<file path="src/rtl/ts_pack_pkg.sv">
package ts_pack_pkg;

  typedef enum logic [1:0] {
    SEL_VIDEO = 2'b00,
    SEL_AUDIO = 2'b01,
    SEL_BOTH  = 2'b10,
    SEL_ANY   = 2'b11
  } av_sel_e;

  // Stream filter decision for one byte.
  function automatic logic byte_wanted(input logic [1:0] sel, input logic audio);
    case (av_sel_e'(sel))
      SEL_VIDEO: byte_wanted = !audio;
      SEL_AUDIO: byte_wanted = audio;
      default:   byte_wanted = 1'b1;
    endcase
  endfunction

  // Modulo increment.
  function automatic int next_mod(input int v, input int m);
    next_mod = (v + 1 >= m) ? 0 : v + 1;
  endfunction

  // MSB of the slot that lane g occupies; lane 0 is the most significant.
  function automatic int lane_hi(input int g, input int lanes, input int bw);
    lane_hi = (lanes - g) * bw - 1;
  endfunction

endpackage

</file>
<file path="src/rtl/ts_byte_filter.sv">
module ts_byte_filter (
  input  logic       byte_vld,
  input  logic       is_audio,
  input  logic [1:0] av_sel,
  output logic       take
);
  always_comb take = byte_vld && ts_pack_pkg::byte_wanted(av_sel, is_audio);
endmodule

</file>
<file path="src/rtl/ts_lane_ctr.sv">
module ts_lane_ctr #(
  parameter int LANES = 4
) (
  input  logic                     clk,
  input  logic                     rst,
  input  logic                     take,
  input  logic                     sync,
  output logic [$clog2(LANES)-1:0] lane_q,
  output logic [$clog2(LANES)-1:0] cur_lane,
  output logic                     word_full,
  output logic                     drop_partial
);
  localparam int LW = $clog2(LANES);

  always_comb begin
    cur_lane     = sync ? '0 : lane_q;
    word_full    = take && (cur_lane == LW'(LANES - 1));
    drop_partial = take && sync && (lane_q != '0);
  end

  always_ff @(posedge clk) begin
    if (rst) lane_q <= '0;
    else if (take) lane_q <= LW'(ts_pack_pkg::next_mod(int'(cur_lane), LANES));
  end
endmodule

</file>
<file path="src/rtl/ts_word_assembler.sv">
module ts_word_assembler #(
  parameter int BYTE_W = 8,
  parameter int LANES  = 4
) (
  input  logic                     clk,
  input  logic                     rst,
  input  logic                     take,
  input  logic [$clog2(LANES)-1:0] cur_lane,
  input  logic                     word_full,
  input  logic [BYTE_W-1:0]        byte_in,
  output logic [LANES*BYTE_W-1:0]  word_out,
  output logic                     word_wr
);
  localparam int LW = $clog2(LANES);
  localparam int WW = LANES * BYTE_W;

  logic [WW-1:0] stage_q;
  logic [WW-1:0] merged;

  for (genvar g = 0; g < LANES; g++) begin : g_lane
    localparam int HI = ts_pack_pkg::lane_hi(g, LANES, BYTE_W);
    assign merged[HI -: BYTE_W] = (take && cur_lane == LW'(g)) ? byte_in : stage_q[HI -: BYTE_W];
  end

  always_ff @(posedge clk) begin
    if (rst) begin
      stage_q  <= '0;
      word_out <= '0;
      word_wr  <= 1'b0;
    end else begin
      word_wr <= word_full;
      if (take) stage_q <= merged;
      if (word_full) word_out <= merged;
    end
  end
endmodule

</file>
<file path="src/rtl/ts_pkt_word_ctr.sv">
module ts_pkt_word_ctr #(
  parameter int WORDS = 47
) (
  input  logic                     clk,
  input  logic                     rst,
  input  logic                     word_full,
  input  logic                     sync_take,
  output logic [$clog2(WORDS)-1:0] idx_q,
  output logic                     pkt_end,
  output logic                     done_q
);
  localparam int IW = $clog2(WORDS);

  logic [IW-1:0] cur_idx;

  always_comb begin
    cur_idx = sync_take ? '0 : idx_q;
    pkt_end = word_full && (cur_idx == IW'(WORDS - 1));
  end

  always_ff @(posedge clk) begin
    if (rst) begin
      idx_q  <= '0;
      done_q <= 1'b0;
    end else begin
      done_q <= pkt_end;
      if (word_full) idx_q <= IW'(ts_pack_pkg::next_mod(int'(cur_idx), WORDS));
      else if (sync_take) idx_q <= '0;
    end
  end
endmodule

</file>
<file path="src/rtl/ts_word_packer.sv">
module ts_word_packer #(
  parameter int BYTE_W    = 8,
  parameter int LANES     = 4,
  parameter int PKT_BYTES = 188
) (
  input  logic                    clk,
  input  logic                    rst,
  input  logic [BYTE_W-1:0]       byte_in,
  input  logic                    byte_vld,
  input  logic                    is_audio,
  input  logic                    pkt_start,
  input  logic [1:0]              av_sel,
  output logic [LANES*BYTE_W-1:0] word_out,
  output logic                    word_wr,
  output logic                    pkt_done,
  output logic                    align_err
);
  localparam int WORDS_PER_PKT = PKT_BYTES / LANES;
  localparam int LW = $clog2(LANES);
  localparam int IW = $clog2(WORDS_PER_PKT);

  // Named internal events, visible to the bound checker.
  logic          take_w;
  logic          sync_take_w;
  logic          word_full_w;
  logic          drop_w;
  logic          pkt_end_w;
  logic [LW-1:0] lane_q_w;
  logic [LW-1:0] cur_lane_w;
  logic [IW-1:0] word_idx_w;

  ts_byte_filter u_filt (
    .byte_vld (byte_vld),
    .is_audio (is_audio),
    .av_sel   (av_sel),
    .take     (take_w)
  );

  assign sync_take_w = take_w && pkt_start;

  ts_lane_ctr #(.LANES(LANES)) u_lane (
    .clk          (clk),
    .rst          (rst),
    .take         (take_w),
    .sync         (pkt_start),
    .lane_q       (lane_q_w),
    .cur_lane     (cur_lane_w),
    .word_full    (word_full_w),
    .drop_partial (drop_w)
  );

  ts_word_assembler #(.BYTE_W(BYTE_W), .LANES(LANES)) u_asm (
    .clk       (clk),
    .rst       (rst),
    .take      (take_w),
    .cur_lane  (cur_lane_w),
    .word_full (word_full_w),
    .byte_in   (byte_in),
    .word_out  (word_out),
    .word_wr   (word_wr)
  );

  ts_pkt_word_ctr #(.WORDS(WORDS_PER_PKT)) u_wctr (
    .clk       (clk),
    .rst       (rst),
    .word_full (word_full_w),
    .sync_take (sync_take_w),
    .idx_q     (word_idx_w),
    .pkt_end   (pkt_end_w),
    .done_q    (pkt_done)
  );

  always_ff @(posedge clk) begin
    if (rst) align_err <= 1'b0;
    else if (drop_w) align_err <= 1'b1;
  end
endmodule

</file>
<file path="config.mk">
export PLATFORM = sky130hd
export DESIGN_NAME = ts_word_packer
export DESIGN_NICKNAME = d
export VERILOG_FILES = /design/src/rtl/ts_pack_pkg.sv /design/src/rtl/ts_byte_filter.sv /design/src/rtl/ts_lane_ctr.sv /design/src/rtl/ts_word_assembler.sv /design/src/rtl/ts_pkt_word_ctr.sv /design/src/rtl/ts_word_packer.sv
export SDC_FILE = /design/constraint.sdc
export NUM_CORES = 1
export LEC_CHECK = 0
export ABC_AREA = 0
export BUFFER_PORTS_ARGS = -buffer_cell sky130_fd_sc_hd__buf_2
export CORE_ASPECT_RATIO = 0.7
export CORE_MARGIN = 8
export CORE_UTILIZATION = 49
export CTS_CLUSTER_SIZE = 10
export DETAILED_ROUTE_END_ITERATION = 8
export GPL_ROUTABILITY_DRIVEN = 0
export GPL_TIMING_DRIVEN = 0
export PLACE_DENSITY = 0.86
export SLEW_MARGIN = 40
export SYNTH_ARGS = -nofsm -noshare
export SYNTH_HDL_FRONTEND = slang
export SYNTH_SLANG_ARGS = --single-unit
</file>
<file path="constraint.sdc">
create_clock -name clk -period 1.9 [get_ports clk]
set_clock_uncertainty 0.2 [all_clocks]
set_input_delay 0.095 -clock clk [delete_from_list [all_inputs] [get_ports clk]]
set_output_delay 0.095 -clock clk [all_outputs]
set_load 0.05 [all_outputs]
</file>
==> key figures <==
Timing
  – Slew HR: 56.9%
  – Fin crit share: a little over nine tenths
  – Worst-Margin Slew: ~0.65 ns
  – Final slew viol count: 0
  – Min setup slack post-route: 0.0307 ns
  – Fmax: 535 MHz
  – RSZ-0062 raised after global routing: yes
  – Fin Hold WS: 0.0252 ns
  – Setup TNS: 0 ns
  – Min Clock Period, post-route: between 1.5 and 2 ns
  – Final Setup Violations: 0
  – Final hold viol count: 0

Worst setup path
  – Startpoint Class: flop
  – Cell chain of the critical path: and2_4 -> ha_4 -> nand3_1 -> xnor2_2 -> buf_4 -> nand2_1 -> o21ai_1 -> nor3b_1
  – Crit Path Max Fanout: 5
  – Worst R2R Path Depth: 8
  – Worst R2R Start: u_wctr.idx_q[1]
  – Worst path top cell family by delay: simple AND/OR/NAND/NOR gates
  – CP peak stage delay: around 0.39 ns
  – Worst EP required: 1.96 ns
  – Levels on crit path: 8
  – Register-to-register setup slack: a little over 0.03 ns
  – CP endpoint: u_wctr.idx_q[4]
  – RR Endpoint: u_wctr.idx_q[4]
  – Worst Setup Path Type: reg2reg
  – Critical Path AT: 1.93 ns
  – CP endpoint kind: flop
  – Slowest-stage cell, CP: dfxtp_1
  – Crit path launch: u_wctr.idx_q[1]
  – CP bufs+invs: 1

CTS
  – Max clock buf depth: 2
  – Clock sink total: 67
  – Worst-path clk slew: approximately 0.07 ns
  – CTS tree: done
  – TritonCTS buffer count: 9
  – H-tree levels: 3
  – Clk_lat worst skew: 0.34 ns
  – Root buffer cell: clkbuf_8

Finish
  – Layout cells sized above 1: 30.9%
  – Commonest non-fill, non-tap cells in the layout: 65 x dfxtp_1, 53 x buf_2, 52 x nor2_1
  – Most common cell after layout, fill and taps aside: dfxtp_1
  – Finished Layout Cells: 428
  – Inserted Diodes: 0
  – Layout Area Growth over Synthesis: 30.2%
  – Final-stage net count: around 370
  – FILL cells: 421

Synthesis
  – Post-synthesis instance area: 2680 um2
  – Main synth FF type: dfxtp_1
  – Synth Instances: 277
  – Number of synthesized flops with an enable pin: 0
  – Synth warn: 0
  – Synthesized Nets: 298
  – Synthesis-stage register bit count: 67
  – Syn_area_per_cell: around 9.7 um2
  – Post-synthesis sequential area ratio: between 50% and 60%
  – Count of cell types in the netlist: 36
  – Post-synthesis async set-or-reset flop share: 0%

Global routing
  – All-Layer GR Usage: about 17%
  – Vias in the first global route: 2226
  – Initial antenna violation count: 0
  – First-pass GRT wire length: 10900 um
  – Largest net degree at the start of global routing: 13
  – Total grt overflow: 0

Routing
  – Uppermost layer routed: met3
  – WL per Instance: 15.5 um
  – Metal3 WL: 445 um
  – DR vias: 2246
  – 1st-pass router iterations: 4
  – Via-per-instance ratio: approximately 5.2
  – Antenna Nets Post-Route: 0
  – Drt total wl: between 6000 and 7000 um
  – Initial DRC count: ~110
  – M1 wire length: roughly 3200 um
  – DRC violations left: 0
  – Met2 Wirelength: 3000 um

Pwr
  – Internal power: 2.14 mW
  – Leakage: 1.53 nW
  – Clock power share: 42.1%
  – Power share of the sequential group: between 50% and 60%
  – Switching share of power: 24.2%
  – P per Cell Area: 810 nW/um2
  – Comb pwr share: about 7.3%
  – NetSw: 0.686 mW
  – Peak supply drop: between 0.0006 and 0.0007 V
  – Overall Power: 2.83 mW

Floorplanning
  – Die height: 77.9 um
  – CORE AREA: between 5000 and 6000 um2
  – Core Rows: 22
  – Die W: between 100 and 150 um
  – Ports: 50
  – Initial Util: about half
  – Die Area: 8130 um2

Status
  – Status: completed

Placed design
  – Placed cell count: around 400
  – Port-buffer cells: 49
  – Dpl ws: -0.487 ns
  – HPWL Detailed: 4730 um

Hold path
  – Worst Hold Class: in2reg

Flow run
  – Max-capacitance violation count: 0
## per-stage QoR
stage | utilization, % | instance area (um2)
after CTS | 64.9 | 3410
after global routing | 66.4 | 3490
after global placement | 57.9 | 3040
after floorplan | - | 2710
after detailed placement | 57.9 | 3040
final | 66.4 | 3490
## worst register-to-register path: stages (launching register included)
cell and delay [ns]:
dfxtp_1 0.39, and2_4 0.19, ha_4 0.16, nand3_1 0.12, xnor2_2 0.22, buf_4 0.16, nand2_1 0.05, o21ai_1 0.12
nor3b_1 0.19
## cells by family (layout without fill, tap and decap cells)
group           Yosys count  after routing  share of synthesized area, %
compound gates           55             55                          15.3
buf+inv                  22            101                          3.69
simple gates             98             98                          17.3
flops                    67             67                          50.0
mux                      25             25                          9.33
xor+xnor                  4              4                          1.59
fa+ha+maj                 6              6                          2.80
## repair_timing
item / in CTS / in global routing
gates cloned: 0 / 1
setup buffers: 2 / 1
hold buffers: 10 / 0
endpoints found under the hold margin: 40 / 0
pin swaps: 0 / 2
gates resized for setup: 12 / 26
setup endpoints to repair: 26 / 34
## how the worst min path moves through the flow
stage	from	end	cells past startpoint
after global routing	av_sel[1]	u_wctr.idx_q[4]	3
after CTS	pkt_start	u_lane.lane_q[0]	4
after floorplan	byte_in[0]	u_asm.word_out[0]	2
after detailed placement	byte_in[6]	u_asm.word_out[6]	3
final	av_sel[1]	u_wctr.idx_q[2]	4
after global placement	byte_in[6]	u_asm.word_out[6]	3
## sequential cells by signal, indices dropped and copies added (netlist names)
name and cells:
align_err 1, u_asm.stage_q 24, u_asm.word_out 32, u_asm.word_wr 1, u_lane.lane_q 2, u_wctr.done_q 1, u_wctr.idx_q 6
## metal layers
layer	vias up	global-route usage [%]
met5	-	0
met4	0	4.32
met3	0	7.18
met2	68	24.6
met1	1076	21.7
li1	1102	-
## Yosys cell counts, types with 2 or more instances
| master | instances | area, um2 |
|---|---|---|
| buf_2 | 7 | 35.0 |
| nor2_1 | 53 | 199 |
| and2_1 | 4 | 25.0 |
| clkbuf_1 | 10 | 37.5 |
| a211oi_1 | 18 | 135 |
| o21a_1 | 4 | 30.0 |
| nand3_1 | 5 | 25.0 |
| o21ai_0 | 3 | 15.0 |
| a21oi_1 | 10 | 50.1 |
| nand2b_1 | 2 | 12.5 |
| nand2_1 | 24 | 90.1 |
| ha_1 | 6 | 75.1 |
| nand2_8 | 3 | 60.1 |
| xnor2_1 | 2 | 17.5 |
| o211ai_1 | 2 | 15.0 |
| a211oi_2 | 8 | 100 |
| inv_1 | 3 | 11.3 |
| dfxtp_1 | 67 | 1340 |
| o21ai_1 | 5 | 25.0 |
| mux2i_1 | 25 | 250 |
## power by group through the flow
stage                     logic [mW]  registers (mW)  clock network (mW)
final                          0.206            1.43                1.19
after global routing           0.222            1.43                1.29
after CTS                      0.203            1.43                1.21
after detailed placement       0.181            1.46                   0
after global placement         0.177            1.46                   0
after floorplan                0.114            1.47                   0
## cell type report
class	instances	area [um2]	share of cell area, %
inverter	4	15.0	0.430
timing repair buffer	63	373	10.7
clock inverter	6	65.1	1.86
tap	72	90.1	2.58
multi-input combinational	188	1350	38.6
clock buffer	10	138	3.94
sequential	67	1350	38.6
buffer	18	116	3.33
Note: power is estimated with default switching activity, not from simulation.
